File: src/rtl/sfb_pkg.sv
package sfb_pkg;
    parameter int unsigned SFB_PC_W  = 32;
    parameter int unsigned SFB_ILEN  = 32;
    parameter int unsigned SFB_LEN_W = 4;
    localparam int unsigned SFB_OFF_W = 13;
    localparam int unsigned SFB_REG_W = 5;
    localparam int unsigned SFB_CMP_W = 3;

    typedef struct packed {
        logic                v;
        logic [SFB_ILEN-1:0] instr;
        logic [SFB_PC_W-1:0] pc;
        logic                wide;
    } slot_t;

    typedef struct packed {
        logic                 v;
        logic [SFB_ILEN-1:0]  instr;
        logic [SFB_PC_W-1:0]  pc;
        logic [SFB_LEN_W-1:0] len;
        logic                 fused;
        logic [SFB_CMP_W-1:0] cmp;
        logic [SFB_REG_W-1:0] rs1;
        logic [SFB_REG_W-1:0] rs2;
    } op_t;

    typedef struct packed {
        slot_t hold;
        op_t   out;
    } state_t;

    function automatic logic [SFB_LEN_W-1:0] slot_len(input logic wide);
        return wide ? SFB_LEN_W'(4) : SFB_LEN_W'(2);
    endfunction
endpackage

File: src/rtl/sfb_pair_sel.sv
module sfb_pair_sel
    import sfb_pkg::*;
(
    input  slot_t held,
    input  slot_t s0,
    input  slot_t s1,
    output slot_t lead,
    output slot_t follow,
    output logic  lead_held
);
    always_comb begin
        lead_held = held.v;
        if (held.v) begin
            lead   = held;
            follow = s0;
        end else begin
            lead   = s0;
            follow = s1;
        end
    end
endmodule

File: src/rtl/sfb_br_dec.sv
module sfb_br_dec
    import sfb_pkg::*;
#(
    parameter bit ALLOW_C = 1'b1
) (
    input  logic [SFB_ILEN-1:0]  instr,
    input  logic                 wide,
    output logic                 is_br,
    output logic [SFB_OFF_W-1:0] off,
    output logic [SFB_CMP_W-1:0] cmp_inv,
    output logic [SFB_REG_W-1:0] rs1,
    output logic [SFB_REG_W-1:0] rs2
);
    logic                 w_br;
    logic [SFB_OFF_W-1:0] w_off;
    logic                 c_br;
    logic [SFB_OFF_W-1:0] c_off;
    logic [SFB_CMP_W-1:0] c_cmp;
    logic [SFB_REG_W-1:0] c_rs1;

    // 32-bit conditional branch: opcode 1100011, funct3 010/011 reserved
    always_comb begin
        w_br  = (instr[6:0] == 7'b1100011) && (instr[14:13] != 2'b01);
        w_off = {instr[31], instr[7], instr[30:25], instr[11:8], 1'b0};
    end

    generate
        if (ALLOW_C) begin : g_cbr
            logic [8:0] raw;
            always_comb begin
                raw   = {instr[12], instr[6:5], instr[2], instr[11:10], instr[4:3], 1'b0};
                c_br  = (instr[1:0] == 2'b01) && (instr[15:14] == 2'b11);
                c_off = {{(SFB_OFF_W-9){raw[8]}}, raw};
                c_cmp = instr[13] ? 3'b000 : 3'b001;
                c_rs1 = {2'b01, instr[9:7]};
            end
        end else begin : g_nocbr
            always_comb begin
                c_br  = 1'b0;
                c_off = '0;
                c_cmp = '0;
                c_rs1 = '0;
            end
        end
    endgenerate

    always_comb begin
        if (wide) begin
            is_br   = w_br;
            off     = w_off;
            cmp_inv = instr[14:12] ^ 3'b001;
            rs1     = instr[19:15];
            rs2     = instr[24:20];
        end else begin
            is_br   = c_br;
            off     = c_off;
            cmp_inv = c_cmp;
            rs1     = c_rs1;
            rs2     = '0;
        end
    end
endmodule

File: src/rtl/sfb_shadow_ok.sv
module sfb_shadow_ok
    import sfb_pkg::*;
(
    input  logic [SFB_ILEN-1:0] instr,
    input  logic                wide,
    output logic                ok
);
    logic wide_bad;
    logic narrow_bad;

    always_comb begin
        case (instr[6:0])
            7'b1100011, 7'b1101111, 7'b1100111,
            7'b1110011, 7'b0000011, 7'b0100011: wide_bad = 1'b1;
            default:                            wide_bad = 1'b0;
        endcase
    end

    always_comb begin
        narrow_bad = 1'b0;
        unique case (instr[1:0])
            2'b00: narrow_bad = (instr[15:13] != 3'b000);
            2'b01: begin
                case (instr[15:13])
                    3'b001, 3'b101, 3'b110, 3'b111: narrow_bad = 1'b1;
                    default:                        narrow_bad = 1'b0;
                endcase
            end
            2'b10: begin
                case (instr[15:13])
                    3'b000:  narrow_bad = 1'b0;
                    3'b100:  narrow_bad = (instr[6:2] == 5'd0) &&
                                          ((instr[11:7] != 5'd0) || instr[12]);
                    default: narrow_bad = 1'b1;
                endcase
            end
            default: narrow_bad = 1'b0;
        endcase
    end

    assign ok = wide ? !wide_bad : !narrow_bad;
endmodule

File: src/rtl/sfb_fuser.sv
module sfb_fuser
    import sfb_pkg::*;
#(
    parameter bit ALLOW_C = 1'b1
) (
    input  logic                  clk,
    input  logic                  rst_n,
    input  logic                  flush,
    input  logic                  in0_valid,
    input  logic [SFB_ILEN-1:0]   in0_instr,
    input  logic [SFB_PC_W-1:0]   in0_pc,
    input  logic                  in0_wide,
    output logic                  in0_ack,
    input  logic                  in1_valid,
    input  logic [SFB_ILEN-1:0]   in1_instr,
    input  logic [SFB_PC_W-1:0]   in1_pc,
    input  logic                  in1_wide,
    output logic                  in1_ack,
    output logic                  out_valid,
    input  logic                  out_ready,
    output logic [SFB_ILEN-1:0]   out_instr,
    output logic [SFB_PC_W-1:0]   out_pc,
    output logic [SFB_LEN_W-1:0]  out_len,
    output logic                  out_fused,
    output logic [SFB_CMP_W-1:0]  pred_cmp,
    output logic [SFB_REG_W-1:0]  pred_rs1,
    output logic [SFB_REG_W-1:0]  pred_rs2
);
    state_t st_q, st_d;
    slot_t  s0, s1, lead, follow;
    logic   lead_held;

    logic                 br;
    logic [SFB_OFF_W-1:0] off;
    logic [SFB_CMP_W-1:0] cmp_inv;
    logic [SFB_REG_W-1:0] br_rs1, br_rs2;
    logic                 shadow_ok;

    logic [SFB_LEN_W-1:0] len_a, len_b, len_sum;
    logic                 forward, adjacent, pair_fits, may_wait, can_load;
    op_t                  op_single, op_fused;

    assign s0 = '{v: in0_valid, instr: in0_instr, pc: in0_pc, wide: in0_wide};
    assign s1 = '{v: in1_valid, instr: in1_instr, pc: in1_pc, wide: in1_wide};

    sfb_pair_sel u_sel (
        .held     (st_q.hold),
        .s0       (s0),
        .s1       (s1),
        .lead     (lead),
        .follow   (follow),
        .lead_held(lead_held)
    );

    sfb_br_dec #(.ALLOW_C(ALLOW_C)) u_dec (
        .instr  (lead.instr),
        .wide   (lead.wide),
        .is_br  (br),
        .off    (off),
        .cmp_inv(cmp_inv),
        .rs1    (br_rs1),
        .rs2    (br_rs2)
    );

    sfb_shadow_ok u_shadow (
        .instr(follow.instr),
        .wide (follow.wide),
        .ok   (shadow_ok)
    );

    always_comb begin
        len_a     = slot_len(lead.wide);
        len_b     = slot_len(follow.wide);
        len_sum   = len_a + len_b;
        forward   = lead.v && br && !off[SFB_OFF_W-1];
        adjacent  = follow.pc == (lead.pc + SFB_PC_W'(len_a));
        pair_fits = forward && follow.v && shadow_ok && adjacent &&
                    (off == SFB_OFF_W'(len_sum));
        may_wait  = forward && !follow.v && !lead_held &&
                    ((off == SFB_OFF_W'(len_a + SFB_LEN_W'(2))) ||
                     (off == SFB_OFF_W'(len_a + SFB_LEN_W'(4))));
        can_load  = !st_q.out.v || out_ready;

        op_single       = '0;
        op_single.v     = 1'b1;
        op_single.instr = lead.instr;
        op_single.pc    = lead.pc;
        op_single.len   = len_a;

        op_fused        = '0;
        op_fused.v      = 1'b1;
        op_fused.instr  = follow.instr;
        op_fused.pc     = lead.pc;
        op_fused.len    = len_sum;
        op_fused.fused  = 1'b1;
        op_fused.cmp    = cmp_inv;
        op_fused.rs1    = br_rs1;
        op_fused.rs2    = br_rs2;
    end

    always_comb begin
        st_d    = st_q;
        in0_ack = 1'b0;
        in1_ack = 1'b0;
        if (flush) begin
            st_d.hold = '0;
            st_d.out  = '0;
        end else if (can_load) begin
            st_d.out = '0;
            if (lead.v) begin
                if (lead_held) begin
                    st_d.hold = '0;
                    if (pair_fits) begin
                        st_d.out = op_fused;
                        in0_ack  = 1'b1;
                    end else begin
                        st_d.out = op_single;
                    end
                end else if (pair_fits) begin
                    st_d.out = op_fused;
                    in0_ack  = 1'b1;
                    in1_ack  = 1'b1;
                end else if (may_wait) begin
                    st_d.hold = lead;
                    in0_ack   = 1'b1;
                end else begin
                    st_d.out = op_single;
                    in0_ack  = 1'b1;
                end
            end
        end
    end

    always_ff @(posedge clk or negedge rst_n) begin
        if (!rst_n) st_q <= '0;
        else        st_q <= st_d;
    end

    assign out_valid = st_q.out.v;
    assign out_instr = st_q.out.instr;
    assign out_pc    = st_q.out.pc;
    assign out_len   = st_q.out.len;
    assign out_fused = st_q.out.fused;
    assign pred_cmp  = st_q.out.cmp;
    assign pred_rs1  = st_q.out.rs1;
    assign pred_rs2  = st_q.out.rs2;
endmodule

File: config.mk
export PLATFORM = sky130hd
export DESIGN_NAME = sfb_fuser
export DESIGN_NICKNAME = d
export VERILOG_FILES = /design/src/rtl/sfb_pkg.sv /design/src/rtl/sfb_pair_sel.sv /design/src/rtl/sfb_br_dec.sv /design/src/rtl/sfb_shadow_ok.sv /design/src/rtl/sfb_fuser.sv
export SDC_FILE = /design/constraint.sdc
export NUM_CORES = 1
export LEC_CHECK = 0
export BUFFER_PORTS_ARGS = -buffer_cell sky130_fd_sc_hd__buf_4
export CELL_PAD_IN_SITES_DETAIL_PLACEMENT = 0
export CELL_PAD_IN_SITES_GLOBAL_PLACEMENT = 2
export CORE_UTILIZATION = 37
export CTS_CLUSTER_DIAMETER = 120
export DETAILED_ROUTE_END_ITERATION = 8
export PLACE_DENSITY_LB_ADDON = 0.3
export SETUP_SLACK_MARGIN = 0.4
export SKIP_LAST_GASP = 1
export SYNTH_ARGS = -nofsm -noshare
export SYNTH_HDL_FRONTEND = slang
export SYNTH_SLANG_ARGS = --single-unit
File: constraint.sdc
create_clock -name clk -period 16.26 [get_ports clk]
set_input_delay 0.813 -clock clk [delete_from_list [all_inputs] [get_ports clk]]
set_output_delay 0.813 -clock clk [all_outputs]
set_load 0.1 [all_outputs]
==> results.yml, run 1 <==
detailed_routing:
  vias_per_cell: 5.54
  routed_wirelength_um: 32600
  ant_nets: 0
  drtIter0Drc: 612
  drcViolationCount: 0
  via_count: 8620
  wl_per_cell_um: 20.9
  first_pass_iters: 5
synth:
  synth.most_common_cell: "dfrtp_1"
  yosysWarnings: 0
  synth_top_area_share_pct: 36.0
  synth_top_area_cell: "dfrtp_1"
  synth_ff_type: "dfrtp_1"
  async_reset_ff_share_pct: 100
  syn_nets: 1214
  ys_types: 81
  syn_inst: 1073
  ys_seq_elements: 148
  yosys-top-cells-count: "dfrtp_1 (148), nand2_1 (122), mux2i_1 (106)"
  ys_seq_area_share_pct: 36.0
  synth_area_per_cell_um2: 9.60
  synth_area_leaders: "dfrtp_1 (36%), mux2i_1 (10%), buf_4 (6.5%), a22o_1 (6.0%), nand2_1 (4.4%)"
  synth_area_mm2: 0.0103
  synth_edf_count: 0
timing:
  fin_skew_ns: 0.0228
  relSlewSlack_pct: 27.8
  worst_slew_pin_slew_ns: 1.05
  fin_hold_ws_ns: 0.446
  final_max_slew_viol_count: 0
  setup_viol: 0
  timing.final.ws_setup_ns: 9.28
  rsz0062_at_grt: "false"
  fin_crit_sh_pct: 42.9
  finalCriticalPeriod_ns: 6.98
  fmax_ghz: 0.143
  hold_viol: 0
  setup_tns_ns: 0
placement:
  pre_cts_slack_ns: 9.83
  placed_cells: 1525
  place_hpwl_um: 22900
  place_area_mm2: 0.0116
  port_buffers: 219
  gp_congestion: 0.798
setup_path:
  cp-end-kind: "primary output"
  criticalPathCategory: "reg -> out"
  setup.worst_path.start_class: "register"
  crit_arrival_ns: 6.16
  crit_fanout: 45
  critPathRequiredTime_ns: 15.45
finish:
  num-nets-final: 1313
  finish.utilization_pct: 44.9
  syn_to_final_growth_pct: 18.1
  final_cells: 1557
  layout-drive-gt1-share_pct: 27.2
  final_area_mm2: 0.0122
  fillCellCount: 2654
  num_antenna_cells: 0
floorplan:
  row_count: 60
  io_pins: 221
  die-area_mm2: 0.0285
  coreArea_mm2: 0.0271
  die_w_um: 169
  start_util_pct: 38.0
  die-height_um: 169
grt:
  grt_pass1_vias: 8366
  gr-usage-all-layers_pct: 23.1
  grt-ovfl-total: 0
  grt_max_degree: 84
  grt_pass1_wl_um: 50900
  antenna_found_initial: 1
pwr:
  fin_total_pwr_mw: 0.992
  power_density_mw_per_mm2: 81.6
  ir_worst_vdd_mv: 0.0510
  leakagePower_nw: 5.19
min_path:
  hp-class: "in -> async"
clock_network:
  clkTransAtPathRegs_ns: 0.07
  root_buffer: "clkbuf_16"
  clk_path_buf_depth: 2
  clock-sinks: 148
  cts_setup_buffers: 0
  postCtsResizedCells: 0
  numCtsBuffers: 17
  h-tree-depth: 4
  clkLatencyLatePin_ns: 0.44
  cts_tree: "built"
  hold_buffers: 0
status:
  status: "completed"
run:
  cap_violations: 0
-- placed cells by master, fill, tap and decap left out, types with 17 or more instances in the layout --
cell | netlist | layout
buf_4 | 89 | 231
dfrtp_1 | 148 | 147
nand2_1 | 122 | 122
mux2i_1 | 106 | 106
a22o_1 | 71 | 71
o21ai_0 | 59 | 58
nand3_1 | 40 | 40
xnor2_1 | 37 | 37
mux2_2 | 29 | 29
nor2_1 | 31 | 27
a221o_1 | 20 | 20
clkbuf_16 | 0 | 17
-- cells by family (layout without fill, tap and decap cells) --
group           count (synthesis)  after routing  share of synthesized area, %
compound gates                250            250                          18.5
fa+ha+maj                       5              5                         0.680
xor+xnor                       50             50                          4.25
buf+inv                       157            269                          9.82
flops                         148            148                          36.0
simple gates                  326            326                          17.2
other cells                     1              1                        0.0364
mux                           136            136                          13.6
-- power breakdown --
part           internal (mW)  switching [mW]
registers              0.376         0.00512
logic                 0.0642           0.139
clock network          0.208           0.200
-- cell type report --
| cell class | instances | area, um2 | share of cell area [%] |
|---|---|---|---|
| Tap cell | 372 | 465 | 3.83 |
| Clock inverter | 15 | 181 | 1.49 |
| Sequential cell | 148 | 3710 | 30.5 |
| Clock buffer | 17 | 425 | 3.50 |
| Timing Repair Buffer | 232 | 1750 | 14.3 |
| Multi-Input combinational cell | 768 | 5620 | 46.2 |
| Inverter | 5 | 18.8 | 0.154 |
-- layer usage --
metal / part of all wire, % / vias to the layer above / GRT usage [%] / wire (um)
met2: 44 / 256 / 34.0 / 14200
met3: 5.6 / 18 / 4.61 / 1820
met5: 0 / - / 0 / 0
met4: 0.79 / 0 / 4.58 / 256
met1: 50 / 4233 / 34.8 / 16300
li1: - / 4113 / - / -
-- path summary, 6_finish.rpt --
| kind | start | endpoint | slack, ns | cells after the start |
|---|---|---|---|---|
| max | st_q[148]$_DFFE_PN0P_ | in0_ack | 9.28 | 14 |
| min | rst_n | out_pc[22]$_DFFE_PN0P_ | 0.45 | 1 |
| max reg2reg | st_q[148]$_DFFE_PN0P_ | out_instr[28]$_DFFE_PN0P_ | 10.34 | 13 |
| min reg2reg | out_fused$_DFFE_PN0P_ | out_fused$_DFFE_PN0P_ | 0.48 | 2 |
| max in group asynchronous | rst_n | st_q[122]$_DFFE_PN0P_ | 14.34 | 2 |
| min in group clk | out_fused$_DFFE_PN0P_ | out_fused$_DFFE_PN0P_ | 0.48 | 2 |
-- critical path: stages, from the launching register on --
cell and delay [ns]:
dfrtp_4 0.81, mux2i_1 0.94, inv_2 0.27, fa_1 0.53
nand4b_1 0.20, a22oi_1 0.19, and4_1 0.25, or3b_2 0.44
a311oi_1 0.39, and4bb_1 0.28, and4_2 0.22, buf_4 0.50
mux2i_1 0.18, nor3_1 0.17, buf_4 0.32
-- registers in the layout, summed over array words and instances, names as in the netlist --
| register | flops |
|---|---|
| out_valid | 1 |
| st_q | 66 |
| pred_rs2 | 5 |
| pred_cmp | 3 |
| out_fused | 1 |
| out_instr | 32 |
| out_len | 3 |
| pred_rs1 | 5 |
| out_pc | 32 |
Note: power is estimated with default switching activity, not from simulation.
==> run 2, diff against run 1 <==
CORE_UTILIZATION = 34   (was 37)
clock period = 6.6 ns   (was 16.26 ns; I/O delays follow)
==> results.yml, run 2 (synthesis results as in run 1) <==
setup_path:
  startpoint: "st_q[148]$_DFFE_PN0P_"
  worst-path-stages: 13
  r2r_start: "st_q[148]$_DFFE_PN0P_"
  slowest_delay_ns: 0.70
  worstPathCellList: "mux2_2 -> ha_1 -> fa_1 -> nand4b_1 -> a22oi_1 -> and4_1 -> or3b_2 -> a311oi_1 -> and4bb_1 -> and4_2 -> mux2i_1 -> nor3_2 -> buf_4"
  critPathRequiredTime_ns: 6.27
  crit_fanout: 26
  crit_arrival_ns: 5.25
  r2r_cells: 13
  rrSetupSlack_ns: 1.35
  regToRegEndpoint: "out_instr[26]$_DFFE_PN0P_"
  crit_end: "in0_ack"
  cp-end-kind: "primary output"
  critPathSlowestCell: "dfrtp_4"
  setup.worst_path.start_class: "register"
  criticalPathCategory: "reg -> out"
  path_buf_inv: 1
  critical-path-top-delay-family: "simple AND/OR/NAND/NOR gates"
finish:
  final_cell_mix: "buf_4 (234), dfrtp_1 (147), nand2_1 (122)"
  num-nets-final: 1318
  finish.utilization_pct: 41.3
  final_common_cell: "buf_4"
  regMostFlops: "st_q"
  num_antenna_cells: 0
  final_cells: 1580
  final_area_mm2: 0.0123
  layout-drive-gt1-share_pct: 27.6
  largest_reg_flops: 66
  syn_to_final_growth_pct: 19.0
detailed_routing:
  ant_nets: 0
  routed_wirelength_um: 33400
  drcViolationCount: 0
  first_pass_iters: 5
  via_count: 8734
  drtIter0Drc: 741
  wl_per_cell_um: 21.1
  vias_per_cell: 5.53
timing:
  fin_hold_ws_ns: -0.0487
  fin_skew_ns: 0.0194
  fmax_ghz: 0.179
  final_max_slew_viol_count: 0
  rsz0062_at_grt: "false"
  worst_slew_pin_slew_ns: 1.07
  fin_crit_sh_pct: 84.5
  timing.final.ws_setup_ns: 1.02
  setup_viol: 0
  hold_viol: 20
  finalCriticalPeriod_ns: 5.58
  relSlewSlack_pct: 28.8
  setup_tns_ns: 0
floorplan:
  io_pins: 221
  start_util_pct: 34.7
  die_w_um: 176
  die-height_um: 176
  die-area_mm2: 0.0310
  row_count: 63
  coreArea_mm2: 0.0297
min_path:
  hp-class: "in -> async"
clock_network:
  clock-sinks: 148
  numCtsBuffers: 17
  clkLatencyLatePin_ns: 0.44
  root_buffer: "clkbuf_16"
  cts_setup_buffers: 0
  cts_tree: "built"
  postCtsResizedCells: 0
  h-tree-depth: 4
  clkTransAtPathRegs_ns: 0.08
  hold_buffers: 0
  clk_path_buf_depth: 2
pwr:
  power_density_mw_per_mm2: 200
  ir_worst_vdd_mv: 0.171
  fin_total_pwr_mw: 2.46
  leakagePower_nw: 5.22
placement:
  gp_congestion: 0.806
  placed_cells: 1548
  pre_cts_slack_ns: 1.34
  port_buffers: 219
  place_area_mm2: 0.0117
  place_hpwl_um: 24200
grt:
  grt_max_degree: 129
  grt_pass1_vias: 8609
  grt-ovfl-total: 0
  antenna_found_initial: 1
  gr-usage-all-layers_pct: 21.9
  grt_pass1_wl_um: 52200
status:
  violations: "negative hold slack"
  status: "finished, violations left"
run:
  cap_violations: 0
==> run 2: metal layers <==
metal | part of all wire, % | vias to the layer above | GRT usage, %
met3 | 5.3 | 40 | 3.81
met4 | 1.7 | 2 | 6.38
met1 | 49 | 4304 | 32.4
li1 | - | 4129 | -
met2 | 44 | 259 | 32.3
met5 | 0.039 | - | 0
==> run 2: layout make-up <==
class                      count  area, um2
fill                        2977      17500
multi-input combinational    768       5630
sequential                   148       3710
timing repair buffer         237       1810
tap                          390        488
clock buffer                  17        425
clock inverter                15        181
inverter                       5       18.8
==> run 2: worst min-delay path by stage <==
stage	to	slack, ns	cells past startpoint
after global routing	out_pc[22]$_DFFE_PN0P_	0.02	1
after detailed placement	out_instr[15]$_DFFE_PN0P_	0.46	2
after CTS	st_q[105]$_DFFE_PN0P_	0.02	1
after global placement	out_instr[15]$_DFFE_PN0P_	0.45	2
after floorplan	out_fused$_DFFE_PN0P_	0.03	0
final	out_pc[21]$_DFFE_PN0P_	-0.05	1
==> run 2: where the power goes <==
part / internal (mW) / switching (mW)
Sequential: 0.926 / 0.0133
Combinational: 0.160 / 0.344
Clock: 0.514 / 0.500
==> run 2: worst reg2reg max path, delay by kind of cell, from the launching register on <==
kind / cells / cell delay, ns
fa+ha+maj: 2 / 0.73
flops: 1 / 0.70
compound gates: 3 / 0.90
mux: 2 / 0.78
buf+inv: 1 / 0.27
simple gates: 5 / 1.78
